<file path="config.mk">
export PLATFORM = sky130hd
export DESIGN_NAME = convctl
export DESIGN_NICKNAME = d
export VERILOG_FILES = /design/src/rtl/convctl.sv
export SDC_FILE = /design/constraint.sdc
export NUM_CORES = 1
export LEC_CHECK = 0
export BUFFER_PORTS_ARGS = -buffer_cell sky130_fd_sc_hd__buf_2
export CAP_MARGIN = 20
export CORE_MARGIN = 5
export CORE_UTILIZATION = 47
export CTS_CLUSTER_SIZE = 8
export DETAILED_ROUTE_END_ITERATION = 10
export GPL_ROUTABILITY_DRIVEN = 0
export HOLD_SLACK_MARGIN = 0.02
export PLACE_DENSITY = 0.94
export SLEW_MARGIN = 20
export SYNTH_ARGS = -nofsm -noshare
export SYNTH_HDL_FRONTEND = slang
export SYNTH_SLANG_ARGS = --single-unit
</file>
<file path="constraint.sdc">
create_clock -name clk -period 3.76 [get_ports clk]
set_input_delay 0.188 -clock clk [delete_from_list [all_inputs] [get_ports clk]]
set_output_delay 0.188 -clock clk [all_outputs]
set_load 0.005 [all_outputs]
</file>
<file path="src/rtl/convctl.sv">
module convctl #(
  parameter int NCH = 8,
  parameter int RW  = 10
) (
  input  logic              clk,
  input  logic              rst_n,
  input  logic              wr_en,
  input  logic [31:0]       wr_data,
  input  logic              gdr_rd,
  input  logic              ext_trig,
  input  logic [NCH*RW-1:0] samples,
  output logic [31:0]       ctrl,
  output logic [31:0]       gdr,
  output logic              busy
);
  localparam int CHW = $clog2(NCH);
  localparam logic [31:0] WMASK = 32'h0F2F_FFFF;

  logic [7:0]     divcnt;
  logic [3:0]     bitcnt;
  logic [CHW-1:0] cur, res_ch;
  logic [RW-1:0]  res_q;
  logic           done_q, trig_q;

  wire [NCH-1:0] sel   = ctrl[NCH-1:0];
  wire [7:0]     div   = ctrl[15:8];
  wire           scan  = ctrl[16];
  wire [2:0]     clks  = ctrl[19:17];
  wire           pdn   = ctrl[21];
  wire [2:0]     start = ctrl[26:24];
  wire           fall  = ctrl[27];

  wire [31:0] ctrl_nxt = wr_en ? (wr_data & WMASK) : ctrl;
  wire trig_edge = fall ? (trig_q & ~ext_trig) : (~trig_q & ext_trig);

  wire soft_go  = wr_en && wr_data[21] && !wr_data[16] &&
                  wr_data[26:24] == 3'b001 && |wr_data[NCH-1:0];
  wire ext_go   = pdn && !scan && start == 3'b100 && trig_edge && !busy && |sel;
  wire scan_go  = pdn && scan && |sel && !busy;

  wire [3:0] nclk   = 4'(RW + 1) - {1'b0, clks};
  wire       tick   = busy && divcnt == div;
  wire       finish = tick && bitcnt == nclk - 4'd1;

  function automatic logic [CHW-1:0] pick(input logic [NCH-1:0] s,
                                          input logic [CHW-1:0] from,
                                          input logic after);
    logic [CHW-1:0] p;
    p = '0;
    for (int i = NCH - 1; i >= 0; i--)
      if (s[i]) p = CHW'(i);
    if (after)
      for (int i = NCH - 1; i >= 0; i--)
        if (s[i] && i > int'(from)) p = CHW'(i);
    return p;
  endfunction

  always_ff @(posedge clk) begin
    if (!rst_n) begin
      ctrl   <= '0;
      busy   <= 1'b0;
      divcnt <= '0;
      bitcnt <= '0;
      cur    <= '0;
      res_ch <= '0;
      res_q  <= '0;
      done_q <= 1'b0;
      trig_q <= 1'b0;
    end else begin
      trig_q <= ext_trig;
      ctrl   <= ctrl_nxt;
      if (gdr_rd) done_q <= 1'b0;
      if (finish) begin
        done_q <= 1'b1;
        res_ch <= cur;
        res_q  <= samples[int'(cur)*RW +: RW] & ({RW{1'b1}} << clks);
      end
      if (!ctrl_nxt[21]) begin
        busy <= 1'b0;
      end else if (soft_go || ext_go || scan_go) begin
        busy   <= 1'b1;
        divcnt <= '0;
        bitcnt <= '0;
        done_q <= 1'b0;
        cur    <= soft_go ? pick(wr_data[NCH-1:0], '0, 1'b0) : pick(sel, '0, 1'b0);
      end else if (finish) begin
        if (scan && |sel) begin
          cur    <= pick(sel, cur, 1'b1);
          divcnt <= '0;
          bitcnt <= '0;
        end else begin
          busy <= 1'b0;
        end
      end else if (tick) begin
        divcnt <= '0;
        bitcnt <= bitcnt + 4'd1;
      end else if (busy) begin
        divcnt <= divcnt + 8'd1;
      end
    end
  end

  always_comb begin
    gdr          = '0;
    gdr[31]      = done_q;
    gdr[26:24]   = 3'(res_ch);
    gdr[15 -: RW] = res_q;
  end
endmodule


</file>
Word-level counts from Yosys, hierarchy flattened
Cells that the tools add are included.
- register bits: 56
- output and inout bits: 65
- logic and storage cells: 118
- $add $sub $neg: 4
- $mul: 1
- magnitude comparators: 7
- equality and inequality tests: 6
- shift operators: 2
- mux-type cells: 45
- bitwise gates (word level): 5
- reductions and logical operators: 38
- operator list (kind ; number):
    $mux 3 ; 27
    $shiftx 80x8->10 ; 1
    $mux 8 ; 5
    $logic_and 1x1->1 ; 22
    $mux 22 ; 1
    $mux 4 ; 4
    $reduce_or 8->1 ; 2
    $gt 3x3->1 const A ; 4
    $and 10x10->10 ; 1
    $shl 10x3->10 const A ; 1
    $reduce_and 3->1 ; 3
    $add 8x1->8 const B ; 1
    $eq 8x8->1 ; 1
    $mux 1 ; 8
    $gt 2x3->1 const A ; 2
    $mul 3x3->6 const B ; 1
    $add 4x1->4 const B ; 1
    $eq 4x4->1 ; 1
    $reduce_and 2->1 ; 2
    $reduce_bool 2->1 ; 2
    $reduce_bool 4->1 ; 1
    $sub 4x1->4 const B ; 1
    $sub 4x3->4 const A ; 1
    $eq 3x1->1 const B ; 1
    9 further kinds ; 14

Logic depth before layout (Yosys ltp)
- depth after elaboration: 18
- mapped depth: 11

Worst setup path before layout
No wires, ideal clock.
- kind: reg-to-reg
- from: reg ctrl[19]
- to: reg divcnt[2]
- arrival time: 2.732 ns
- slack: 0.954 ns
- cell stages (with the launch flop): 12
- cells stage by stage: dfxtp_1 clkbuf_1 inv_1 ha_1 xor2_1 nor3_1 nand2_1 or3_1 and3_4 buf_6 or4_1 a31oi_1
- word-level cells in the longest chain between the ends: 6
- elaborated cells between the ends (all ways): 9
- classes of those cells: add/sub (2); eq/ne (2); mux (2); reduce/logical (3)
- RTL lines (item ; line ; source):
    from (decl) ; 12 ; output logic [31:0] ctrl,
    from (signal assigned) ; 71 ; ctrl <= ctrl_nxt;
    $sub 4x3->4 * ; 41 ; wire [3:0] nclk = 4'(RW + 1) - {1'b0, clks};
    $sub 4x1->4 * ; 43 ; wire finish = tick && bitcnt == nclk - 4'd1;
    $eq 4x4->1 * ; 43 ;
    $logic_and 1x1->1 * ; 43 ;
    $ne 3x1->1 (no line) (tied with other cells) ; n/a ;
    $reduce_and 3->1 (no line) or $mux 8 (tied branches) ; n/a ;
    to (signal assigned) ; 98 ; divcnt <= divcnt + 8'd1;
    to (decl) ; 19 ; logic [7:0] divcnt;
Every way passes the cells marked *; elsewhere a longest branch is shown, timed or not.
A chain may end at the register's enable or synchronous reset.

Final worst setup path
- from: reg ctrl[18]
- to: reg divcnt[7]
The elaborated chain is that of the path after synthesis.

==> flow_summary.html <==
<table>
<tr><th>Metric</th><th>Value</th></tr>
<tr><th colspan="2">Status</th></tr>
<tr><td>Run status</td><td>completed</td></tr>
<tr><th colspan="2">Drt</th></tr>
<tr><td>Iter 0 DRT Violations</td><td>246</td></tr>
<tr><td>Number of remaining DRC errors</td><td>0</td></tr>
<tr><td>Count of vias placed by the detailed router</td><td>3576</td></tr>
<tr><td>Post-route antenna net violation count</td><td>0</td></tr>
<tr><td>Number of optimization iterations in the first detailed-route pass</td><td>4</td></tr>
<tr><td>Routed WL</td><td>10400 µm</td></tr>
<tr><td>Drt wl/cell</td><td>16.3 µm</td></tr>
<tr><td>Detail-routed via count per cell</td><td>5.59</td></tr>
<tr><th colspan="2">Timing</th></tr>
<tr><td>Final worst path period share</td><td>84.4%</td></tr>
<tr><td>Clock skew after layout</td><td>0.00713 ns</td></tr>
<tr><td>Max transition margin</td><td>40.1%</td></tr>
<tr><td>Worst hold slack across all endpoints</td><td>0.104 ns</td></tr>
<tr><td>Final number of hold-violating endpoints</td><td>0</td></tr>
<tr><td>Maximum clock rate</td><td>315 MHz</td></tr>
<tr><td>Unrepaired setup endpoints after global routing</td><td>no</td></tr>
<tr><td>Post-route minimum period</td><td>3.17 ns</td></tr>
<tr><td>Setup total negative slack</td><td>0 ns</td></tr>
<tr><td>Setup ws final</td><td>0.586 ns</td></tr>
<tr><td>Final setup violation count</td><td>0</td></tr>
<tr><td>Tightest Pin Transition</td><td>0.895 ns</td></tr>
<tr><td>Count of pins over their slew limit</td><td>0</td></tr>
<tr><th colspan="2">CTS</th></tr>
<tr><td>Later-pin clock latency in the skew report</td><td>0.30 ns</td></tr>
<tr><td>Clock tree from TritonCTS</td><td>built</td></tr>
<tr><td>Register clock-pin slew on the reported worst setup and hold paths</td><td>0.10 ns</td></tr>
<tr><td>CTS Hold Bufs</td><td>0</td></tr>
<tr><td>Clock net sink count</td><td>56</td></tr>
<tr><td>Cell at the root of the clock tree</td><td>sky130_fd_sc_hd__clkbuf_8</td></tr>
<tr><td>Longest Clk Path Bufs</td><td>2</td></tr>
<tr><td>Htree depth</td><td>2</td></tr>
<tr><td>PostCTS Resize Cnt</td><td>0</td></tr>
<tr><td>Post CTS Setup Buffer Count</td><td>0</td></tr>
<tr><td>Cts bufs inserted</td><td>5</td></tr>
<tr><th colspan="2">Critical path</th></tr>
<tr><td>Register-to-register setup slack</td><td>0.59 ns</td></tr>
<tr><td>Crit path required time</td><td>3.98 ns</td></tr>
<tr><td>RR Startpoint</td><td>ctrl[18]$_SDFFE_PN0P_</td></tr>
<tr><td>Sort of element at the end of the critical path</td><td>register</td></tr>
<tr><td>Terminus of the critical flop-to-flop path</td><td>divcnt[7]$_SDFFE_PN0P_</td></tr>
<tr><td>Critical Setup Path Class</td><td>reg -&gt; reg</td></tr>
<tr><td>Data arrival, critical path</td><td>3.39 ns</td></tr>
<tr><td>Worst reg-to-reg path cell count</td><td>10</td></tr>
<tr><td>Maximum fanout along the worst path</td><td>13</td></tr>
<tr><td>Category of the worst setup path launch point</td><td>register</td></tr>
<tr><th colspan="2">Power</th></tr>
<tr><td>Pwr per Cell Area</td><td>282 nW/µm²</td></tr>
<tr><td>Power, Total</td><td>1.26 mW</td></tr>
<tr><td>Clk pwr share</td><td>30.5%</td></tr>
<tr><td>Switching power</td><td>0.326 mW</td></tr>
<tr><td>Switching Share</td><td>25.9%</td></tr>
<tr><td>Fraction of power consumed by combinational cells</td><td>18.9%</td></tr>
<tr><td>Sequential group share of total power</td><td>50.6%</td></tr>
<tr><td>Largest vdd supply drop</td><td>0.173 mV</td></tr>
<tr><td>Static leakage</td><td>1.97 nW</td></tr>
<tr><td>Cell-internal power</td><td>0.931 mW</td></tr>
<tr><th colspan="2">Flow run</th></tr>
<tr><td>Number of maximum-capacitance violations</td><td>0</td></tr>
<tr><th colspan="2">Synth</th></tr>
<tr><td>Fraction of registers with async set or reset after synthesis</td><td>0%</td></tr>
<tr><td>Yosys warning total</td><td>0</td></tr>
<tr><td>Yosys top cell area share</td><td>30.7%</td></tr>
<tr><td>Average instance area after synthesis</td><td>9.07 µm²</td></tr>
<tr><td>Most used flip-flop cell after synthesis</td><td>sky130_fd_sc_hd__dfxtp_1</td></tr>
<tr><td>Number of flops mapped to enable cells by yosys</td><td>0</td></tr>
<tr><td>Share of synthesized area occupied by flip-flops and latches</td><td>30.7%</td></tr>
<tr><td>Post-synthesis instance area</td><td>3660 µm²</td></tr>
<tr><td>Netlist cell types</td><td>60</td></tr>
<tr><td>Library cell occupying the most area in the post-synthesis netlist</td><td>sky130_fd_sc_hd__dfxtp_1</td></tr>
<tr><td>Cell types occupying the most area after synthesis</td><td>sky130_fd_sc_hd__dfxtp_1, sky130_fd_sc_hd__mux4_2, sky130_fd_sc_hd__mux2i_1</td></tr>
<tr><td>Cells after Synth</td><td>403</td></tr>
<tr><td>Number of flip-flops and latches in the synthesized netlist</td><td>56</td></tr>
<tr><th colspan="2">GRT</th></tr>
<tr><td>Initial antenna violation count</td><td>0</td></tr>
<tr><td>GRT Overall Usage</td><td>20.8%</td></tr>
<tr><td>First-pass GRT wire length</td><td>16700 µm</td></tr>
<tr><td>Pin count of the biggest net entering global routing</td><td>51</td></tr>
<tr><td>Number of global-route vias before repair</td><td>3691</td></tr>
<tr><td>GRT Residual Overflow</td><td>0</td></tr>
<tr><th colspan="2">Final layout</th></tr>
<tr><td>Most common library cell in the layout ignoring fill and taps</td><td>sky130_fd_sc_hd__buf_2</td></tr>
<tr><td>Ant diodes</td><td>0</td></tr>
<tr><td>Number of nets at the end of the flow</td><td>660</td></tr>
<tr><td>End-of-flow core utilization</td><td>58.4%</td></tr>
<tr><td>Area growth from synthesis to layout</td><td>22.1%</td></tr>
<tr><td>Final non-filler cell area</td><td>4460 µm²</td></tr>
<tr><td>Most used cells in the layout excluding fill and tap cells</td><td>sky130_fd_sc_hd__buf_2, sky130_fd_sc_hd__dfxtp_1, sky130_fd_sc_hd__nor2_1</td></tr>
<tr><td>Fraction of layout instances using a drive strength above 1</td><td>35.7%</td></tr>
<tr><td>Filler cell count in the final layout</td><td>682</td></tr>
<tr><td>Filler-free cell count of the finished design</td><td>640</td></tr>
<tr><th colspan="2">Place</th></tr>
<tr><td>Number of placed instances, taps included</td><td>632</td></tr>
<tr><td>Post-Place Setup Slack</td><td>0.695 ns</td></tr>
<tr><td>Number of buffers inserted by port buffering</td><td>149</td></tr>
<tr><td>Cell area after placement</td><td>4360 µm²</td></tr>
<tr><td>HPWL reported at the end of detailed placement</td><td>8120 µm</td></tr>
<tr><th colspan="2">Worst hold path</th></tr>
<tr><td>Worst hold path depth</td><td>2</td></tr>
<tr><td>Class of the tightest hold or removal check</td><td>in -&gt; reg</td></tr>
<tr><td>Endpoint with the worst hold slack</td><td>trig_q$_SDFF_PN0_</td></tr>
<tr><td>Source of the worst hold timing path</td><td>ext_trig</td></tr>
<tr><th colspan="2">Floorplanning</th></tr>
<tr><td>Starting Density</td><td>47.8%</td></tr>
<tr><td>Rows</td><td>32</td></tr>
<tr><td>Die Footprint</td><td>9640 µm²</td></tr>
<tr><td>Io pins</td><td>182</td></tr>
<tr><td>Core area</td><td>7650 µm²</td></tr>
<tr><td>Overall die width</td><td>98.2 µm</td></tr>
<tr><td>Die Height</td><td>98.2 µm</td></tr>
</table>
-- cells by family (layout without fill, tap and decap cells) --
group / count (synthesis) / in the layout / synth area share [%]
AND/OR/NAND/NOR: 134 / 134 / 18.0
flip-flops: 56 / 56 / 30.7
adder cells (fa/ha/maj): 7 / 7 / 2.33
AO/OA/AOI/OAI: 72 / 72 / 14.0
buffers and inverters: 63 / 174 / 9.38
other: 1 / 25 / 0.103
multiplexers: 55 / 55 / 21.9
XOR/XNOR: 15 / 15 / 3.59
-- synthesized netlist by cell type, types with 2 or more instances --
master / number
sky130_fd_sc_hd__mux4_2: 20
sky130_fd_sc_hd__and3_1: 2
sky130_fd_sc_hd__a211oi_1: 3
sky130_fd_sc_hd__inv_1: 12
sky130_fd_sc_hd__clkbuf_1: 21
sky130_fd_sc_hd__mux2i_1: 34
sky130_fd_sc_hd__nor4_1: 5
sky130_fd_sc_hd__o21bai_1: 2
sky130_fd_sc_hd__ha_1: 6
sky130_fd_sc_hd__o211ai_1: 4
sky130_fd_sc_hd__a21o_1: 2
sky130_fd_sc_hd__o22ai_1: 3
sky130_fd_sc_hd__xnor2_1: 13
sky130_fd_sc_hd__nand2b_1: 2
sky130_fd_sc_hd__a21oi_1: 25
sky130_fd_sc_hd__xor2_1: 2
sky130_fd_sc_hd__o31ai_1: 3
sky130_fd_sc_hd__nor3_1: 9
sky130_fd_sc_hd__nand3b_1: 5
sky130_fd_sc_hd__buf_4: 26
sky130_fd_sc_hd__or3_1: 4
sky130_fd_sc_hd__or4_1: 5
sky130_fd_sc_hd__a31oi_1: 6
sky130_fd_sc_hd__nor2b_1: 4
sky130_fd_sc_hd__o21ai_0: 9
sky130_fd_sc_hd__nand2_1: 25
sky130_fd_sc_hd__dfxtp_1: 56
sky130_fd_sc_hd__o221ai_1: 2
sky130_fd_sc_hd__nand3_1: 10
sky130_fd_sc_hd__nor2_1: 51
sky130_fd_sc_hd__nand4_1: 3
-- critical path, stage by stage, from the launching register on --
cell and delay [ns]:
sky130_fd_sc_hd__dfxtp_1 0.50, sky130_fd_sc_hd__ha_1 0.23, sky130_fd_sc_hd__inv_1 0.05, sky130_fd_sc_hd__ha_1 0.28
sky130_fd_sc_hd__xor2_1 0.14, sky130_fd_sc_hd__nor3_1 0.26, sky130_fd_sc_hd__nand3_1 0.19, sky130_fd_sc_hd__a211oi_4 0.56
sky130_fd_sc_hd__nand2b_1 0.18, sky130_fd_sc_hd__or4_1 0.51, sky130_fd_sc_hd__a31oi_1 0.18
-- per-layer routing --
layer,routed length (µm),global-route usage (%),vias up
met1,3930,22.5,1660
li1,-,-,1685
met4,276,8.72,0
met3,903,4.79,30
met5,0,0,-
met2,5310,38.8,201
-- final cells by class --
| class | instances | area [µm²] | share of cell area, % |
|---|---|---|---|
| Multi-Input combinational cell | 308 | 2280 | 51.1 |
| Sequential cell | 56 | 1120 | 25.1 |
| Timing Repair Buffer | 153 | 776 | 17.4 |
| Tap cell | 102 | 128 | 2.86 |
| Clock buffer | 6 | 72.6 | 1.63 |
| Inverter | 13 | 48.8 | 1.09 |
| Clock inverter | 2 | 35.0 | 0.785 |
-- sequential cells by signal, summed over array words and instances (netlist names) --
signal	count
ctrl	25
res_q	10
divcnt	8
bitcnt	4
cur	3
res_ch	3
busy	1
done_q	1
trig_q	1
-- power groups by stage --
stage,Clock [mW],Combinational [mW],Sequential (mW)
after global placement,0,0.227,0.647
after floorplan,0,0.156,0.642
after detailed placement,0,0.235,0.649
final,0.384,0.238,0.635
after global routing,0.421,0.263,0.639
after CTS,0.397,0.237,0.635
-- how the worst max path moves through the flow --
stage                           from  cells after the start                endpoint  slack (ns)
2_1_floorplan  ctrl[19]$_SDFFE_PN0P_                     11  divcnt[2]$_SDFFE_PN0P_        0.95
3_5_place_dp   ctrl[18]$_SDFFE_PN0P_                     10  divcnt[7]$_SDFFE_PN0P_        0.69
4_1_cts        ctrl[18]$_SDFFE_PN0P_                     10  divcnt[7]$_SDFFE_PN0P_        0.64
3_3_place_gp   ctrl[18]$_SDFFE_PN0P_                     10  divcnt[6]$_SDFFE_PN0P_        0.84
6_report       ctrl[18]$_SDFFE_PN0P_                     10  divcnt[7]$_SDFFE_PN0P_        0.59
5_1_grt        ctrl[18]$_SDFFE_PN0P_                     10  divcnt[7]$_SDFFE_PN0P_        0.35
Power figures use the tool's default switching activity.
